<file path="config.mk">
export PLATFORM = sky130hd
export DESIGN_NAME = async_char_tx
export DESIGN_NICKNAME = d
export VERILOG_FILES = /design/src/rtl/frame_tx_pkg.sv /design/src/rtl/tx_bit_timer.sv /design/src/rtl/tx_char_former.sv /design/src/rtl/async_char_tx.sv
export SDC_FILE = /design/constraint.sdc
export NUM_CORES = 1
export LEC_CHECK = 0
export CORE_ASPECT_RATIO = 2
export CORE_UTILIZATION = 46
export DETAILED_ROUTE_END_ITERATION = 10
export PLACE_DENSITY_LB_ADDON = 0.25
export REMOVE_ABC_BUFFERS = 1
export SYNTH_ARGS = -nofsm -noshare
export SYNTH_HDL_FRONTEND = slang
export SYNTH_SLANG_ARGS = --single-unit
</file>
<file path="constraint.sdc">
create_clock -name clk -period 9.4 [get_ports clk]
set_clock_uncertainty 0.1 [all_clocks]
set_input_delay 1.88 -clock clk [delete_from_list [all_inputs] [get_ports clk]]
set_output_delay 1.88 -clock clk [all_outputs]
set_load 0.02 [all_outputs]
</file>
<file path="src/rtl/frame_tx_pkg.sv">
package frame_tx_pkg;

   typedef enum logic [1:0] {
      STOP_OFF      = 2'b00,
      STOP_ONE      = 2'b01,
      STOP_ONE_HALF = 2'b10,
      STOP_TWO      = 2'b11
   } stop_code_e;

   typedef enum logic [1:0] {
      LEN_5 = 2'b00,
      LEN_7 = 2'b01,
      LEN_6 = 2'b10,
      LEN_8 = 2'b11
   } len_code_e;

   typedef enum logic [1:0] {
      DIV_X1  = 2'b00,
      DIV_X16 = 2'b01,
      DIV_X32 = 2'b10,
      DIV_X64 = 2'b11
   } div_code_e;

   // Window of leading marker bits examined in the shortest length.
   localparam int unsigned MARK_W  = 4;
   localparam int unsigned SHORT_W = 5;

endpackage

</file>
<file path="src/rtl/tx_bit_timer.sv">
module tx_bit_timer
   import frame_tx_pkg::*;
#(
   parameter int LOG2_MAX = 6
) (
   input  logic       clk,
   input  logic       rst_n,
   input  logic [1:0] div_i,
   input  logic       restart_i,
   input  logic       half_i,
   input  logic       run_i,
   output logic       end_o
);

   localparam int CW = LOG2_MAX;

   logic [CW-1:0] cnt_q;
   logic [CW-1:0] full_m1;
   logic [CW-1:0] half_m1;

   // Reload values: full bit and half bit, minus one.
   always_comb begin
      case (div_i)
         DIV_X16: begin
            full_m1 = CW'((1 << (LOG2_MAX - 2)) - 1);
            half_m1 = CW'((1 << (LOG2_MAX - 3)) - 1);
         end
         DIV_X32: begin
            full_m1 = CW'((1 << (LOG2_MAX - 1)) - 1);
            half_m1 = CW'((1 << (LOG2_MAX - 2)) - 1);
         end
         DIV_X64: begin
            full_m1 = CW'((1 << LOG2_MAX) - 1);
            half_m1 = CW'((1 << (LOG2_MAX - 1)) - 1);
         end
         default: begin
            full_m1 = '0;
            half_m1 = '0;
         end
      endcase
   end

   always_ff @(posedge clk or negedge rst_n) begin
      if (!rst_n) begin
         cnt_q <= '0;
      end else if (restart_i) begin
         cnt_q <= half_i ? half_m1 : full_m1;
      end else if (run_i && (cnt_q != '0)) begin
         cnt_q <= cnt_q - CW'(1);
      end
   end

   assign end_o = run_i && (cnt_q == '0);

   p_count_down_r2: assert property (@(posedge clk) disable iff (!rst_n)
      (run_i && !restart_i && (cnt_q != '0)) |=> (cnt_q == $past(cnt_q) - CW'(1)));

endmodule

</file>
<file path="src/rtl/tx_char_former.sv">
module tx_char_former
   import frame_tx_pkg::*;
#(
   parameter int DATA_W     = 8,
   parameter int FRAME_W    = 12,
   parameter int CNT_W      = 4,
   parameter bit HAS_PARITY = 1'b1
) (
   input  logic [DATA_W-1:0]  char_i,
   input  logic [1:0]         len_i,
   input  logic [1:0]         stop_i,
   input  logic               x1_i,
   input  logic               par_en_i,
   input  logic               par_odd_i,
   output logic [FRAME_W-1:0] frame_o,
   output logic [CNT_W-1:0]   nbits_o,
   output logic               half_o
);

   logic [2:0]        lead;
   logic              in_run;
   logic [CNT_W-1:0]  ndata;
   logic [DATA_W-1:0] kept;
   logic              par_on;
   logic              par_bit;

   // Count the ones at the top of the byte, up to the first zero.
   always_comb begin
      lead   = '0;
      in_run = 1'b1;
      for (int i = DATA_W - 1; i >= DATA_W - int'(MARK_W); i--) begin
         if (in_run && char_i[i]) lead = lead + 3'd1;
         else                     in_run = 1'b0;
      end
   end

   always_comb begin
      case (len_i)
         LEN_5:   ndata = CNT_W'(SHORT_W) - CNT_W'(lead);
         LEN_6:   ndata = CNT_W'(6);
         LEN_7:   ndata = CNT_W'(7);
         default: ndata = CNT_W'(DATA_W);
      endcase
   end

   always_comb begin
      for (int i = 0; i < DATA_W; i++) begin
         kept[i] = char_i[i] && (CNT_W'(i) < ndata);
      end
   end

   if (HAS_PARITY) begin : g_parity
      assign par_on = par_en_i;
   end else begin : g_no_parity
      assign par_on = 1'b0;
   end

   assign par_bit = (^kept) ^ par_odd_i;

   // Frame vector, sent LSB first; the upper slots default to mark.
   always_comb begin
      frame_o    = '1;
      frame_o[0] = 1'b0;
      for (int i = 0; i < DATA_W; i++) begin
         if (CNT_W'(i) < ndata) frame_o[i+1] = kept[i];
      end
      for (int i = 1; i <= DATA_W; i++) begin
         if (par_on && (ndata == CNT_W'(i))) frame_o[i+1] = par_bit;
      end
   end

   assign nbits_o = CNT_W'(1) + ndata + CNT_W'(par_on)
                  + ((stop_i == STOP_ONE) ? CNT_W'(1) : CNT_W'(2));
   assign half_o  = (stop_i == STOP_ONE_HALF) && !x1_i;

endmodule

</file>
<file path="src/rtl/async_char_tx.sv">
module async_char_tx
   import frame_tx_pkg::*;
#(
   parameter int DATA_W       = 8,
   parameter int LOG2_MAX_DIV = 6,
   parameter bit HAS_PARITY   = 1'b1
) (
   input  logic              clk,
   input  logic              rst_n,
   input  logic [1:0]        cfg_stop,
   input  logic [1:0]        cfg_len,
   input  logic [1:0]        cfg_div,
   input  logic              cfg_par_en,
   input  logic              cfg_par_odd,
   input  logic              cfg_brk,
   input  logic              wr_en,
   input  logic [DATA_W-1:0] wr_data,
   output logic              txd,
   output logic              buf_empty,
   output logic              tx_idle
);

   localparam int FRAME_W = DATA_W + 4;
   localparam int CNT_W   = $clog2(FRAME_W + 1);

   if (DATA_W != 8) begin : g_bad_width
      $error("async_char_tx: length codes assume an 8-bit character");
   end
   if (LOG2_MAX_DIV < 3) begin : g_bad_div
      $error("async_char_tx: divider too small for a half stop bit");
   end

   logic [DATA_W-1:0]  hold_q;
   logic               hold_full_q;
   logic               busy_q;
   logic [FRAME_W-1:0] sh_q;
   logic [CNT_W-1:0]   left_q;
   logic               half_q;

   logic [FRAME_W-1:0] frame;
   logic [CNT_W-1:0]   nbits;
   logic               half_last;
   logic               bit_end;
   logic               last_bit;
   logic               adv;
   logic               can_load;
   logic               half_sel;

   tx_char_former #(
      .DATA_W    (DATA_W),
      .FRAME_W   (FRAME_W),
      .CNT_W     (CNT_W),
      .HAS_PARITY(HAS_PARITY)
   ) u_former (
      .char_i   (hold_q),
      .len_i    (cfg_len),
      .stop_i   (cfg_stop),
      .x1_i     (cfg_div == DIV_X1),
      .par_en_i (cfg_par_en),
      .par_odd_i(cfg_par_odd),
      .frame_o  (frame),
      .nbits_o  (nbits),
      .half_o   (half_last)
   );

   assign last_bit = busy_q && bit_end && (left_q == CNT_W'(1));
   assign adv      = busy_q && bit_end && (left_q != CNT_W'(1));
   assign can_load = hold_full_q && (cfg_stop != STOP_OFF) && !cfg_brk
                  && (!busy_q || last_bit);
   assign half_sel = adv && half_q && (left_q == CNT_W'(2));

   tx_bit_timer #(
      .LOG2_MAX(LOG2_MAX_DIV)
   ) u_timer (
      .clk      (clk),
      .rst_n    (rst_n),
      .div_i    (cfg_div),
      .restart_i(can_load || adv),
      .half_i   (half_sel),
      .run_i    (busy_q),
      .end_o    (bit_end)
   );

   // Holding register: filled only while empty.
   always_ff @(posedge clk or negedge rst_n) begin
      if (!rst_n) begin
         hold_q      <= '0;
         hold_full_q <= 1'b0;
      end else if (can_load) begin
         hold_full_q <= 1'b0;
      end else if (wr_en && !hold_full_q) begin
         hold_q      <= wr_data;
         hold_full_q <= 1'b1;
      end
   end

   // Shifter: a waiting byte replaces a finishing frame in the same edge.
   always_ff @(posedge clk or negedge rst_n) begin
      if (!rst_n) begin
         busy_q <= 1'b0;
         sh_q   <= '1;
         left_q <= '0;
         half_q <= 1'b0;
      end else if (can_load) begin
         busy_q <= 1'b1;
         sh_q   <= frame;
         left_q <= nbits;
         half_q <= half_last;
      end else if (last_bit) begin
         busy_q <= 1'b0;
         sh_q   <= '1;
      end else if (adv) begin
         sh_q   <= {1'b1, sh_q[FRAME_W-1:1]};
         left_q <= left_q - CNT_W'(1);
      end
   end

   assign txd       = cfg_brk ? 1'b0 : (busy_q ? sh_q[0] : 1'b1);
   assign buf_empty = !hold_full_q;
   assign tx_idle   = !busy_q;

   p_start_low_r2: assert property (@(posedge clk) disable iff (!rst_n)
      $rose(busy_q) |-> (sh_q[0] == 1'b0));

   p_off_idle_r3: assert property (@(posedge clk) disable iff (!rst_n)
      (!busy_q && (cfg_stop == STOP_OFF)) |=> !busy_q);

   p_len_range_r5: assert property (@(posedge clk) disable iff (!rst_n)
      $rose(busy_q) |-> ((left_q >= CNT_W'(3)) && (left_q <= CNT_W'(FRAME_W))));

   p_empty_at_load_r8: assert property (@(posedge clk) disable iff (!rst_n)
      $rose(busy_q) |-> buf_empty);

   p_hold_kept_r8: assert property (@(posedge clk) disable iff (!rst_n)
      (!buf_empty && !can_load) |=> ($stable(hold_q) && !buf_empty));

   p_brk_no_start_r10: assert property (@(posedge clk) disable iff (!rst_n)
      (cfg_brk && !busy_q) |=> !busy_q);

endmodule

</file>
# Word level (Yosys, flattened, before mapping)
# Index checks and enable logic that the tools add are counted.
[totals]
latchBits = 0
word_cells = 137
reg_bits = 33
input_bits = 20
output_inout_bits = 3
n_memories = 0
romBits = 0
ram_bits = 0
[op_classes]
n_eq_ne = 19
muxes = 42
div = 0
n_reduce_logical = 50
bitwise = 2
add_sub_neg = 9
multipliers = 0
n_shift = 0
n_lt_le_gt_ge = 8
[op_table]
columns = ["operator", "n"]
rows = [
  ["12-bit 2-to-1 mux", 3],
  ["1-bit logical AND", 31],
  ["1-bit 2-to-1 mux", 26],
  ["6-bit 2-to-1 mux", 3],
  ["6-bit case mux with 3 select lines", 1],
  ["4-bit by 3-bit == test with 1-bit output (second input constant)", 4],
  ["3-bit by 4-bit less-than comparator with 1-bit output (first input constant)", 4],
  ["5-bit case mux with 3 select lines", 1],
  ["4-bit by 2-bit == test with 1-bit output (second input constant)", 3],
  ["4-bit 2-to-1 mux", 3],
  ["4-bit case mux with 3 select lines", 1],
  ["2-bit nonzero test", 5],
  ["3-bit by 1-bit adder with 3-bit output (second input constant)", 3],
  ["3-bit 2-to-1 mux", 3],
  ["2-bit == test (second input constant)", 4],
  ["4-bit by 1-bit == test with 1-bit output (second input constant)", 2],
  ["1-bit by 4-bit less-than comparator with 1-bit output (first input constant)", 2],
  ["2-bit by 4-bit less-than comparator with 1-bit output (first input constant)", 2],
  ["8-bit XOR reduction", 1],
  ["2-bit by 1-bit == test with 1-bit output (second input constant)", 3],
  ["6-bit logical NOT", 1],
  ["6-bit nonzero test", 1],
  ["6-bit by 1-bit subtractor with 6-bit output (second input constant)", 1],
  ["1-bit by 4-bit adder with 4-bit output (first input constant)", 1],
  ["other kinds (15)", 21],
]

# Depth between registers and ports, before layout
[depth]
ltp_word = 15
mapped_depth = 15
ltp_nobuf = 14

# Modules after synthesis
# From an unflattened synthesis, not the netlist that was laid out.
[unflattened]
hier_cells = 301
hier_area_um2 = 2765.2
[modules_own_cells]
columns = ["module", "seq_area_each_um2", "cells_per_inst", "area_per_inst_um2", "instances"]
rows = [
  ["async_char_tx", 690.7, 148, 1595.3, 1],
  ["tx_char_former", 0.0, 104, 738.2, 1],
  ["tx_bit_timer", 150.1, 49, 431.7, 1],
]

# Least setup slack after synthesis
# OpenSTA, ideal clock, no wires.
[synth_timing]
path_kind = "input-to-reg"
start = "input cfg_len[0]"
end = "register left_q[2]"
setup_ns = 0.136
n_path_buf = 0
t_arrival_ns = 3.965
path_stages = 14
path_slack_ns = 5.200
t_required_ns = 9.164
cell_sequence = "inv_1 -> ha_1 -> o21ai_0 -> nor2_1 -> inv_1 -> ha_1 -> inv_1 -> ha_1 -> inv_1 -> fa_1 -> xor2_1 -> xnor2_1 -> nand2_1 -> o21ai_0"
[synth_via]
elab_chain_len = 6
elab_cells_between_ends = 8
cone_classes = "add/sub (3); eq/ne (2); mux (2); reduce/logical (1)"
[synth_lines]
columns = ["element", "line", "source"]
rows = [
  ["start: declaration", "async_char_tx.sv:11", "input logic [1:0] cfg_len,"],
  ["2-bit by 1-bit == test with 1-bit output, or another cell as far along", "tx_char_former.sv:38", "case (len_i)"],
  ["4-bit case mux with 3 select lines *", "tx_char_former.sv:38", ""],
  ["1-bit by 4-bit adder with 4-bit output *", "tx_char_former.sv:72", "assign nbits_o = CNT_W'(1) + ndata + CNT_W'(par_on)"],
  ["4-bit by 1-bit adder with 4-bit output *", "tx_char_former.sv:72", ""],
  ["4-bit adder *", "tx_char_former.sv:73", "+ ((stop_i == STOP_ONE) ? CNT_W'(1) : CNT_W'(2));"],
  ["4-bit 2-to-1 mux *", "async_char_tx.sv:104", "end else if (can_load) begin"],
  ["end signal: assignment", "async_char_tx.sv:107", "left_q <= nbits;"],
  ["end signal: assignment", "async_char_tx.sv:114", "left_q <= left_q - CNT_W'(1);"],
  ["end: declaration", "async_char_tx.sv:37", "logic [CNT_W-1:0] left_q;"],
]
# Every way passes the cells marked *; elsewhere a longest branch is shown, timed or not.
# A chain may end at the register's enable or synchronous reset.

# Worst setup path in the final report
[layout_timing]
start = "input cfg_brk"
end = "output txd"
[layout_via]
elab_chain_len = 1
[layout_lines]
columns = ["element", "line", "source"]
rows = [
  ["start: declaration", "async_char_tx.sv:15", "input logic cfg_brk,"],
  ["1-bit 2-to-1 mux", "async_char_tx.sv:118", "assign txd = cfg_brk ? 1'b0 : (busy_q ? sh_q[0] : 1'b1);"],
  ["end: declaration", "async_char_tx.sv:18", "output logic txd,"],
]
# Every way passes these cells.

==> out/results.txt <==
Total Neg Setup Slack = 0 ns
Ys async rst share = 1.00
# rows = 37
Tightest Hold Check Type = register to register
CP dominant cell by count = clkdlybuf4s50_1
Dominant cell type by area after synthesis = dfrtp_1
GRT Total Usage = 0.241
RR Endpoint = sh_q[6]
Hold EP = sh_q[9]
CP Max Fanout = 2
Area contributors post-synth = dfrtp_1 (21%), dfstp_2 (11%), ha_1 (7.6%), nand2_1 (5.5%), o21ai_0 (4.9%)
CP peak stage delay = 0.62 ns
DR iter-0 viols = 66
CP Launch Type = primary input
Syn avg cell area = 8.49 µm²
Clock latency on the worst-skew pair = 0.28 ns
Max frequency = 199 MHz
CTS tree = yes
CTS sink count = 31
Crit-path leading delay family = buffers and inverters
Routability cong. = 0.924
Final core occ = 0.551
Final HPWL DP = 4640 µm
Power Density = 208 nW/µm²
Vias per cell = 5.86
Ant diodes = 0
Largest net degree at the start of global routing = 32
# resized after CTS = 0
Max-Cap Viols = 0
Initial antenna violation count = 0
Worst-path cell chain = clkdlybuf4s50_1 > a21oi_1 > clkdlybuf4s50_1
Clock buffer depth = 2
Die Ht = 105 µm
DRT Pass-1 Iters = 4
Crit path buffers/inverters = 2
# H-tree levels = 2
Initial Util = 0.477
DP Worst Slack = 4.33 ns
Num CTS Buffers = 5
Clock transition at path regs = 0.07 ns
Count of cell types in the netlist = 65
Synth top cells by count = nand2_1 (36), o21ai_0 (24), inv_1 (23), nor2_1 (22), dfrtp_1 (21)
Seq/Total Area, Yosys = 0.321
Least-Margin Pin Slew = 0.774 ns
Final net count = 346
#FFs+latches synth = 31
RSZ-0062 raised after global routing = false
Grt ovf = 0
Max VDD drop = 127 µV
DRC viols = 0
Vias in the first global route = 2200
Root buffer cell = clkbuf_8
Seq. cell area = 788 µm²
Reg2Reg Launch Point = hold_q[6]
Via count = 2164
First-pass GRT wire length = 9900 µm
Core Area = 5140 µm²
Max Slew Vio Count = 0
Req. time, crit path = 7.42 ns
Yosys warnings = 0
Post-synth EDFFs = 0
Setup-failing EPs final = 0
Crit path capture type = primary output
Most numerous cell in the Yosys netlist = nand2_1
# port buffers = 22
Worst Hold Launch = sh_q[9]
Fill count = 498
Routed wire length = 5950 µm
Post-CTS setup buffer count = 0
Area Growth Syn to Fin = 15.3%
Worst R2R Path Depth = 12
Remaining antenna violation count after routing = 0
Synth Flop Type = dfrtp_1
CP Class = primary input to primary output
Die W = 53.6 µm
Mapped Area = 2450 µm²
Synthesized instance count = 289
Final worst slack = 4.39 ns
Final Hold Fails = 0
Final worst-path cycle share = 0.533
Arr. time, crit path = 3.03 ns
Layout cells sized above 1 = 0.148
Max_slew headroom = 0.483
Avg WL per Cell = 16.1 µm
Leakage = 0.00127 µW
Worst hold stages = 2
Slowest CP cell = clkdlybuf4s50_1
Status = finished clean
Die area = 5650 µm²
Share of Yosys cell area claimed by the top area cell type = 0.214
Area of the multi-input gates = 1520 µm²
Post-CTS Hold Buffers = 0
# IOs = 23
Fin crit period = 5.01 ns
R2r setup slk = 5.81 ns
[worst register-to-register path, cell delays in order (launching register included)]
cell and delay (ns):
dfrtp_1 0.54, a21boi_0 0.16, ha_1 0.29, and3b_4 0.30, nor2_1 0.04, ha_1 0.27
nor2b_1 0.15, o21ai_2 0.25, nand2_1 0.28, o32ai_2 0.41, xor2_2 0.16, or3_1 0.38
a31oi_1 0.18
[state kept, by name, indices dropped and copies added (netlist names)]
register	flops
left_q	4
sh_q	10
hold_full_q	1
u_timer.cnt_q	6
hold_q	8
busy_q	1
half_q	1
[per-layer routing]
layer | global-route usage | share of wire | wire, µm
met3 | 0.0245 | 0.021 | 124
met5 | 0 | 0 | 0
met1 | 0.228 | 0.36 | 2160
met2 | 0.456 | 0.57 | 3410
met4 | 0.135 | 0.043 | 257
[cell usage in the layout (no fill, tap or decap), types with 2 or more instances in the layout]
master           instances
a31o_1                   2
clkbuf_8                 6
o221ai_1                 2
xor2_1                   2
a221oi_1                 2
nor2b_1                  2
inv_1                   23
dfrtp_1                 21
a22oi_1                  2
a22o_1                   2
o32ai_2                  2
a32oi_1                  2
clkdlybuf4s50_1         22
nand3_1                  9
a21o_1                   3
mux2_2                   6
xnor2_1                  4
o21ai_0                 24
a21oi_1                 20
dfstp_2                 10
a31oi_1                  4
a41o_1                   3
a21boi_0                 2
a211oi_1                 2
nor2_1                  22
nand2_1                 36
nor3_1                   6
ha_1                    15
nand3b_1                 2
o21ai_1                  2
and2_1                   4
and2b_2                  2
buf_4                    2
nand2b_1                 7
or3_1                    4
[layout make-up]
cell class,instances,share of cell area
multi-input combinational,224,0.537
timing repair buffer,24,0.0831
sequential,31,0.279
inverter,24,0.0336
clock buffer,6,0.0292
clock inverter,2,0.0124
tap,58,0.0257
[per-stage QoR]
stage / total power (µW) / hold WS, ns / instances / cell area [µm²]
floorplan: 392 / 0.339 / 279 / 2400
global placement: 447 / 0.356 / 361 / 2710
detailed placement: 454 / 0.363 / 361 / 2710
CTS: 595 / 0.372 / 369 / 2830
global route: 634 / 0.388 / 369 / 2830
finish: 589 / 0.368 / 369 / 2830
[power by group]
part | internal [µW] | switching, µW | total, µW
Combinational | 106 | 111 | 217
Clock | 85.8 | 53.6 | 139
Sequential | 193 | 39.7 | 233
[worst max-delay path by stage]
stage                     startpoint         to  cells after the start
after floorplan           cfg_len[0]  left_q[2]                     14
after global placement       cfg_brk        txd                      3
after detailed placement  cfg_len[0]  left_q[2]                     15
after CTS                    cfg_brk        txd                      3
after global routing         cfg_brk        txd                      3
final                        cfg_brk        txd                      3
[logic make-up after synthesis]
group                    count (synthesis)  share of synthesized area
AO/OA/AOI/OAI                           89                      0.257
adder cells (fa/ha/maj)                 16                     0.0847
AND/OR/NAND/NOR                        105                      0.216
buffers and inverters                   34                     0.0591
flip-flops                              31                      0.321
multiplexers                             6                     0.0275
XOR/XNOR                                 8                     0.0347
(Power assumes the default switching activity.)
